File: src/rtl/chop_pkg.sv
package chop_pkg;
  typedef enum logic [1:0] {
    PH_IDLE  = 2'd0,
    PH_DRIVE = 2'd1,
    PH_DECAY = 2'd2
  } phase_e;

  typedef enum logic [1:0] {
    LEG_OFF  = 2'd0,
    LEG_HIGH = 2'd1,
    LEG_LOW  = 2'd2
  } leg_e;
endpackage

File: src/rtl/leg_deadtime.sv
module leg_deadtime
  import chop_pkg::*;
#(
  parameter int DEAD_CYC = 2
) (
  input  logic clk,
  input  logic rst_n,
  input  logic kill,
  input  leg_e want,
  output logic hi_on,
  output logic lo_on
);
  localparam int GW = (DEAD_CYC > 1) ? $clog2(DEAD_CYC) : 1;

  leg_e          cur_q, cur_d;
  logic [GW-1:0] gap_q, gap_d;
  logic          upd;

  always_comb begin
    cur_d = cur_q;
    gap_d = gap_q;
    if (kill || want == LEG_OFF) begin
      cur_d = LEG_OFF;
      gap_d = '0;
    end else if (want == cur_q) begin
      gap_d = '0;
    end else if (cur_q != LEG_OFF) begin
      cur_d = LEG_OFF;
      gap_d = GW'(DEAD_CYC - 1);
    end else if (gap_q != '0) begin
      gap_d = gap_q - 1'b1;
    end else begin
      cur_d = want;
    end
  end

  assign upd = (cur_d != cur_q) || (gap_d != gap_q);

  always_ff @(posedge clk or negedge rst_n) begin
    if (!rst_n) begin
      cur_q <= LEG_OFF;
      gap_q <= '0;
    end else if (upd) begin
      cur_q <= cur_d;
      gap_q <= gap_d;
    end
  end

  assign hi_on = (cur_q == LEG_HIGH);
  assign lo_on = (cur_q == LEG_LOW);


  no_shoot_chk: assert property (@(posedge clk) disable iff (!rst_n)
    !(hi_on && lo_on));

  hi_gap_chk: assert property (@(posedge clk) disable iff (!rst_n)
    hi_on |=> !lo_on);

  lo_gap_chk: assert property (@(posedge clk) disable iff (!rst_n)
    lo_on |=> !hi_on);

  kill_off_chk: assert property (@(posedge clk) disable iff (!rst_n)
    kill |=> (!hi_on && !lo_on));
endmodule

File: src/rtl/chop_sequencer.sv
module chop_sequencer
  import chop_pkg::*;
#(
  parameter int BLANK_LONG_CYC = 18,
  parameter int BLANK_STEP_CYC = 3,
  parameter int TOFF_LO_CYC    = 200,
  parameter int TOFF_HI_CYC    = 300,
  parameter int TOFF_Z_CYC     = 100,
  parameter int CW             = 9
) (
  input  logic       clk,
  input  logic       rst_n,
  input  logic       en,
  input  logic       trip,
  input  logic [1:0] blank_sel,
  input  logic [1:0] toff_sel,
  output phase_e     phase
);
  phase_e        ph_q, ph_d;
  logic [CW-1:0] cnt_q, cnt_d;
  logic [CW-1:0] blank_len, toff_len_m1;
  logic          upd;

  assign blank_len = CW'(BLANK_LONG_CYC - BLANK_STEP_CYC * int'(blank_sel));

  always_comb begin
    case (toff_sel)
      2'b00:   toff_len_m1 = CW'(TOFF_LO_CYC - 1);
      2'b01:   toff_len_m1 = CW'(TOFF_HI_CYC - 1);
      default: toff_len_m1 = CW'(TOFF_Z_CYC - 1);
    endcase
  end

  always_comb begin
    ph_d  = ph_q;
    cnt_d = cnt_q;
    if (!en) begin
      ph_d  = PH_IDLE;
      cnt_d = '0;
    end else begin
      case (ph_q)
        PH_IDLE: begin
          ph_d  = PH_DRIVE;
          cnt_d = blank_len;
        end
        PH_DRIVE: begin
          if (cnt_q != '0) begin
            cnt_d = cnt_q - 1'b1;
          end else if (trip) begin
            ph_d  = PH_DECAY;
            cnt_d = toff_len_m1;
          end
        end
        PH_DECAY: begin
          if (cnt_q != '0) begin
            cnt_d = cnt_q - 1'b1;
          end else begin
            ph_d  = PH_DRIVE;
            cnt_d = blank_len;
          end
        end
        default: begin
          ph_d  = PH_IDLE;
          cnt_d = '0;
        end
      endcase
    end
  end

  assign upd = (ph_d != ph_q) || (cnt_d != cnt_q);

  always_ff @(posedge clk or negedge rst_n) begin
    if (!rst_n) begin
      ph_q  <= PH_IDLE;
      cnt_q <= '0;
    end else if (upd) begin
      ph_q  <= ph_d;
      cnt_q <= cnt_d;
    end
  end

  assign phase = ph_q;


  blank_ignore_chk: assert property (@(posedge clk) disable iff (!rst_n)
    (ph_q == PH_DRIVE && cnt_q != '0) |=> (ph_q != PH_DECAY));

  decay_hold_chk: assert property (@(posedge clk) disable iff (!rst_n)
    (ph_q == PH_DECAY && cnt_q != '0 && en) |=> (ph_q == PH_DECAY));

  resume_chk: assert property (@(posedge clk) disable iff (!rst_n)
    (ph_q == PH_DECAY && cnt_q == '0 && en) |=> (ph_q == PH_DRIVE));

  idle_on_disable_chk: assert property (@(posedge clk) disable iff (!rst_n)
    !en |=> (ph_q == PH_IDLE));
endmodule

File: src/rtl/fot_chopper.sv
module fot_chopper
  import chop_pkg::*;
#(
  parameter int CLK_NS        = 100,
  parameter int TOFF_LO_NS    = 20000,
  parameter int TOFF_HI_NS    = 30000,
  parameter int TOFF_Z_NS     = 10000,
  parameter int BLANK_LONG_NS = 1800,
  parameter int BLANK_STEP_NS = 300,
  parameter int DEAD_NS       = 200,
  parameter int FULL_MV       = 500,
  parameter int REF_W         = $clog2(FULL_MV + 1)
) (
  input  logic             clk,
  input  logic             rst_n,
  input  logic             en,
  input  logic             dir,
  input  logic             trip,
  input  logic [1:0]       trq,
  input  logic [1:0]       toff_sel,
  input  logic [1:0]       blank_sel,
  output logic             a_hi,
  output logic             a_lo,
  output logic             b_hi,
  output logic             b_lo,
  output logic [REF_W-1:0] ref_code
);
  localparam int TOFF_LO_CYC    = TOFF_LO_NS / CLK_NS;
  localparam int TOFF_HI_CYC    = TOFF_HI_NS / CLK_NS;
  localparam int TOFF_Z_CYC     = TOFF_Z_NS / CLK_NS;
  localparam int BLANK_LONG_CYC = BLANK_LONG_NS / CLK_NS;
  localparam int BLANK_STEP_CYC = BLANK_STEP_NS / CLK_NS;
  localparam int DEAD_CYC       = DEAD_NS / CLK_NS;
  localparam int TOFF_MAX_A     = (TOFF_LO_CYC > TOFF_HI_CYC) ? TOFF_LO_CYC : TOFF_HI_CYC;
  localparam int TOFF_MAX       = (TOFF_MAX_A > TOFF_Z_CYC) ? TOFF_MAX_A : TOFF_Z_CYC;
  localparam int CNT_MAX        = (TOFF_MAX > BLANK_LONG_CYC) ? TOFF_MAX : BLANK_LONG_CYC;
  localparam int CW             = $clog2(CNT_MAX + 1);

  logic [1:0] rst_pipe;
  logic       srst_n;
  phase_e     phase;
  logic [1:0] hi_v, lo_v;

  always_ff @(posedge clk or negedge rst_n) begin
    if (!rst_n) rst_pipe <= 2'b00;
    else        rst_pipe <= {rst_pipe[0], 1'b1};
  end
  assign srst_n = rst_pipe[1];

  chop_sequencer #(
    .BLANK_LONG_CYC(BLANK_LONG_CYC),
    .BLANK_STEP_CYC(BLANK_STEP_CYC),
    .TOFF_LO_CYC   (TOFF_LO_CYC),
    .TOFF_HI_CYC   (TOFF_HI_CYC),
    .TOFF_Z_CYC    (TOFF_Z_CYC),
    .CW            (CW)
  ) i_seq (
    .clk      (clk),
    .rst_n    (srst_n),
    .en       (en),
    .trip     (trip),
    .blank_sel(blank_sel),
    .toff_sel (toff_sel),
    .phase    (phase)
  );

  for (genvar g = 0; g < 2; g++) begin : g_leg
    localparam logic HIGH_WHEN = (g == 0) ? 1'b1 : 1'b0;
    leg_e want;

    always_comb begin
      case (phase)
        PH_DRIVE: want = (dir == HIGH_WHEN) ? LEG_HIGH : LEG_LOW;
        PH_DECAY: want = LEG_LOW;
        default:  want = LEG_OFF;
      endcase
    end

    leg_deadtime #(.DEAD_CYC(DEAD_CYC)) i_leg (
      .clk  (clk),
      .rst_n(srst_n),
      .kill (~en),
      .want (want),
      .hi_on(hi_v[g]),
      .lo_on(lo_v[g])
    );
  end

  assign a_hi = hi_v[0];
  assign a_lo = lo_v[0];
  assign b_hi = hi_v[1];
  assign b_lo = lo_v[1];

  assign ref_code = REF_W'((FULL_MV * (4 - int'(trq))) / 4);
endmodule

File: config.mk
export PLATFORM = sky130hd
export DESIGN_NAME = fot_chopper
export DESIGN_NICKNAME = d
export VERILOG_FILES = /design/src/rtl/chop_pkg.sv /design/src/rtl/leg_deadtime.sv /design/src/rtl/chop_sequencer.sv /design/src/rtl/fot_chopper.sv
export SDC_FILE = /design/constraint.sdc
export NUM_CORES = 1
export LEC_CHECK = 0
export BUFFER_PORTS_ARGS = -buffer_cell sky130_fd_sc_hd__buf_4
export CELL_PAD_IN_SITES_DETAIL_PLACEMENT = 1
export CELL_PAD_IN_SITES_GLOBAL_PLACEMENT = 2
export CORE_MARGIN = 4
export CORE_UTILIZATION = 30
export CTS_CLUSTER_DIAMETER = 150
export CTS_CLUSTER_SIZE = 28
export DETAILED_ROUTE_END_ITERATION = 16
export PLACE_DENSITY_LB_ADDON = 0.1
export SLEW_MARGIN = 20
export SYNTH_ARGS = -nofsm -noshare
export SYNTH_HDL_FRONTEND = slang
export SYNTH_SLANG_ARGS = --single-unit
File: constraint.sdc
create_clock -name clk -period 2.2 [get_ports clk]
set_input_delay 0.44 -clock clk [delete_from_list [all_inputs] [get_ports clk]]
set_output_delay 0.44 -clock clk [all_outputs]
set_load 0.005 [all_outputs]
After elaboration in Yosys (flattened, before gate mapping)
Index checks and enable logic that the tools add are counted.
W data, S select, Z words.
- register bits after elaboration: 19
- input bits: 11
- output and inout bits: 13
- logic and storage cells: 73
- $add $sub $neg: 5
- multipliers: 2
- equal/unequal tests: 15
- muxes and demuxes: 31
- bitwise logic cells: 1
- reductions and logical operators: 12
- operators by type and width (operator ; count):
    $mux W9 ; 4
    $mux W2 ; 14
    $pmux W9 S3 ; 1
    $pmux W9 S2 ; 1
    $mul A8 B4 Y9 const A ; 1
    $ne A9 B9 Y1 ; 1
    $reduce_bool A9 Y1 ; 1
    $sub A6 B9 Y9 const A ; 1
    $sub A9 B1 Y9 const B ; 1
    $eq A2 B1 Y1 const B ; 4
    $logic_not A2 Y1 ; 4
    $mux W1 ; 8
    $pmux W2 S2 ; 2
    $eq A2 B2 Y1 const B ; 3
    $ne A2 B2 Y1 ; 3
    $pmux W2 S3 ; 1
    $logic_or A1 B1 Y1 ; 5
    $eq A2 B2 Y1 ; 2
    $mul A2 B2 Y4 const A ; 1
    $reduce_bool A2 Y1 ; 2
    $sub A3 B2 Y4 const A ; 1
    $ne A1 B1 Y1 ; 2
    $sub A1 B1 Y1 const B ; 2
    $not A1 Y1 ; 1

Longest topological paths before layout
- depth after elaboration: 8
- gate-level depth with buffers: 7
- depth with buffers taken out: 7

Hierarchy
A second synthesis with hierarchy kept.
- cell total of the unflattened synthesis: 167
- area, all modules: 1485.2 sq um
- by module, submodules not included (module ; times used ; cells each ; area an instance (sq um) ; seq. area each (sq um)):
    chop_sequencer ; 1 ; 96 ; 819.5 ; 275.3
    leg_deadtime ; 2 ; 17 ; 167.7 ; 75.1
    fot_chopper ; 1 ; 37 ; 330.3 ; 50.0

Worst setup path before layout
OpenSTA, ideal clock, no wires.
- kind: input to output
- start: in trq[0]
- end: out ref_code[7]
- arrival: 1.827 ns
- required time: 1.760 ns
- setup slack: -0.067 ns
- stages on the path: 7
- buffers on the path: 0
- path through: inv_1 ha_1 xor2_1 ha_1 inv_1 fa_1 xnor2_1
- cells in the longest elaborated chain, start to end: 2
- ends and longest elaborated chain (item ; line ; text):
    from (decl) ; fot_chopper.sv:19 ; input logic [1:0] trq,
    $sub A3 B2 Y4 ; fot_chopper.sv:94 ; assign ref_code = REF_W'((FULL_MV * (4 - int'(trq))) / 4);
    $mul A8 B4 Y9 ; fot_chopper.sv:94 ;
    to (decl) ; fot_chopper.sv:26 ; output logic [REF_W-1:0] ref_code
Every way passes these cells.

Worst setup path in the final report
- start: in trq[0]
- end: out ref_code[6]
Same word-level chain as after synthesis.

==> results by group <==
GRT
  • Vias in the first global route: 1540
  • Antenna violations before repair: 0
  • Gr usage total: 0.1464
  • First-pass GRT wire length: 7272 microns
  • Total gr overflow: 0
  • Largest net degree at the start of global routing: 18

Clock tree
  • TritonCTS Buffers: 3
  • Root buffer cell: clkbuf_8
  • Clock transition at the registers of the reported paths: about 0.070 ns
  • H-tree depth: 1
  • Clock sinks: 19
  • Worst-Skew Late Latency: between 0.2 and 0.3 ns
  • Clock buffer depth: 2
  • CTS tree: built

Place
  • GPL Wtd Cong: 0.7425
  • Number of buffers added on ports: 23
  • Dpl cells: 270
  • Dpl ws: -0.2983 ns
  • Dpl hpwl: 3122 microns
  • Placed instance area: between 0.0015 and 0.002 sq mm

Setup path
  • Req. time, crit path: approximately 1.8 ns
  • Worst setup SP type: primary input
  • CP arrival: 1.88 ns
  • Reg2reg end: i_seq.phase[1]$_DFFE_PN0P_
  • Crit path capture type: output port
  • CP most frequent cell: inv_2
  • WS Path Type: primary input to output port
  • Cell-by-cell trace of the critical path: buf_8 -> inv_6 -> ha_4 -> xor2_2 -> ha_2 -> inv_2 -> fa_2 -> inv_2 -> buf_6
  • R2R Setup Slk: around 0.26 ns
  • CP max stage cell: fa_2
  • Worst R2R Path Depth: 7
  • R2R Path Start: i_seq.cnt_q[0]$_DFFE_PN0P_
  • Max FO, Critical Path: 2
  • Crit-path max cell delay: 0.52 ns

Floorplanning
  • Die area: 0.006122 sq mm
  • Row count: 25
  • Core Footprint: between 0.004 and 0.005 sq mm
  • Initial Util: 0.3113
  • Die W: approximately 80 microns
  • Die H: 78.24 microns
  • # IOs: 24

STA
  • Final number of hold-violating endpoints: 0
  • RSZ-0062 raised after global routing: true
  • Actual slew at the worst max-slew pin: 0.7382 ns
  • Final slew viol count: 0
  • Final setup vio count: 2
  • Clock Skews: 0.005875 ns
  • Final min period: ~2.3 ns
  • Slew headroom: 0.5079
  • Part of the cycle the worst path needs: 1.054
  • Achievable Freq: 0.4314 GHz
  • Final hold slack: 0.3096 ns
  • Worst setup margin: -0.1182 ns

Final layout
  • Final core occ: 0.4145
  • Final instance area: 0.001971 sq mm
  • Non-Filler Instances: 283
  • Layout Nets: 243
  • FILL cells: 591
  • Area growth from synthesis to layout: 33.14%
  • N_diodes: 0
  • Share of layout cells above drive strength 1: 0.2685

Flow run
  • Maxcap violations: 0

Synth
  • Top post-synthesis cells by area: dfrtp_1, ha_1, nand2_1
  • Area share of the largest cell type after synthesis: 0.3212
  • Cell Area, Synth: 0.001480 sq mm
  • Synth Area per Inst: 8.458 sq um
  • Synthesized instance count: 175
  • YS warnings: 0
  • Syn_nets: 201
  • Synth Flop Type: dfrtp_1
  • Post-synth ARST share: 1.000
  • Register area share after synthesis: 0.3212
  • Synth cell types: 44
  • Seq cells post-synth: 19
  • Number of synthesized flops with an enable pin: 0
  • Area leader, netlist: dfrtp_1

Routing
  • DRC viols: 0
  • Routed WL per cell: 14.48 microns
  • DRT Wirelength: 4098 microns
  • Vias: 1381
  • Vias per cell: about 4.9
  • Drt pass-1 iters: 4
  • Initial drt markers: 40
  • Antenna-violating nets left: 0

Status
  • Violated checks: negative setup slack
  • Status: finished with violations

Power and ir drop
  • Leakage power figure: roughly 0.90 nW
  • Worst VDD drop: roughly 0.00026 V
  • Power Density: 650.4 mW/mm^2

Min path
  • HP Class: flop to async pin
## placed cells by master, fill, tap and decap left out, types with 2 or more instances in the layout
master	instances
a211oi_1	2
a21boi_0	2
a21oi_1	11
a31oi_1	3
and3_1	2
buf_4	34
buf_6	4
buf_8	2
clkbuf_8	3
dfrtp_1	19
ha_1	12
inv_1	12
inv_2	2
mux2i_1	2
nand2_1	20
nand2b_1	2
nand3_1	6
nor2_1	15
nor2b_1	7
nor3_1	4
o21a_1	4
o21ai_0	9
or3_1	3
xnor2_1	6
## sequential cells by signal, summed over array words and instances, names as in the netlist
register and flops:
i_seq.cnt_q 9, g_leg.i_leg.cur_q 4, g_leg.i_leg.gap_q 2, i_seq.phase 2, rst_pipe 2
## power by group
part	leakage, nW	total (W)	internal, W	switching (W)
clock	0.0228	0.000248	0.000129	0.000119
combinational	0.628	0.000587	0.000273	0.000314
sequential	0.253	0.000446	0.000387	0.0000591
total	0.904	0.00128	0.000789	0.000492
## cell families (layout without fill, tap and decap cells)
family,count (synthesis),count (layout),share of synthesized area
xor gates and xnor gates,9,9,0.05326
AOI/OAI and AO/OA,40,40,0.1724
and+or+nand+nor,69,69,0.2519
muxes,2,2,0.01353
buffers and inverters,20,61,0.05326
other,1,1,0.002533
adders and majority gates,15,15,0.1319
DFF,19,19,0.3212
## worst max-delay path, delay by kind of cell
family / cells / cell delay, ns
adder cells (fa/ha/maj): 3 / 0.99
buffers and inverters: 5 / 0.29
XOR/XNOR: 1 / 0.15
## cells in the mapped netlist (all sizes together) (2+ instances only)
library cell,count
a211oi,2
a21boi,2
a21oi,11
a31oi,3
and3,3
buf,2
clkbuf,2
dfrtp,19
ha,14
inv,16
mux2i,2
nand2,20
nand2b,2
nand3,7
nor2,15
nor2b,7
nor3,5
o21a,4
o21ai,9
or3,3
xnor2,7
xor2,2
## layer usage
| layer | global-route usage | routed length [microns] | share of wire | vias to the layer above |
|---|---|---|---|---|
| met5 | 0 | 0 | 0 | - |
| met4 | 0.04021 | 48 | 0.012 | 0 |
| met3 | 0.02408 | 166 | 0.041 | 6 |
| met2 | 0.2654 | 2083 | 0.51 | 23 |
| met1 | 0.1780 | 1801 | 0.44 | 670 |
| li1 | - | - | - | 682 |
## worst max path at each step
stage               slack [ns]     endpoint    from  cells past startpoint
floorplan               -0.003  ref_code[7]  trq[1]                      7
global placement         -0.20  ref_code[7]  trq[0]                      9
global route             -0.16  ref_code[6]  trq[0]                      9
finish                   -0.12  ref_code[6]  trq[0]                      9
CTS                      -0.11  ref_code[6]  trq[0]                      9
detailed placement       -0.30  ref_code[7]  trq[0]                      9
## through the flow
| stage | setup TNS, ns | total power, W |
|---|---|---|
| after floorplan | -0.003175 | 0.0008023 |
| final | -0.2061 | 0.001282 |
| after CTS | -0.2008 | 0.001299 |
| after global placement | -0.3981 | 0.001006 |
| after global routing | -0.2896 | 0.001396 |
| after detailed placement | -0.5579 | 0.001015 |
## repair_timing
item                                    CTS  global route
setup buffers                             7             2
pin swaps                                 5             3
endpoints found under the setup margin    2             3
gates cloned                              0             0
gates resized for setup                  16             3
endpoints found under the hold margin     2             0
hold buffers                              1             0
## final cells by class
type	count	area, sq um	area share
Sequential cell	19	475.5	0.2413
Inverter	16	67.56	0.03429
Clock buffer	4	45.04	0.02286
Tap cell	67	83.83	0.04254
Timing Repair Buffer	41	340.3	0.1727
Multi-Input combinational cell	136	958.4	0.4863
(Power assumes the default switching activity.)
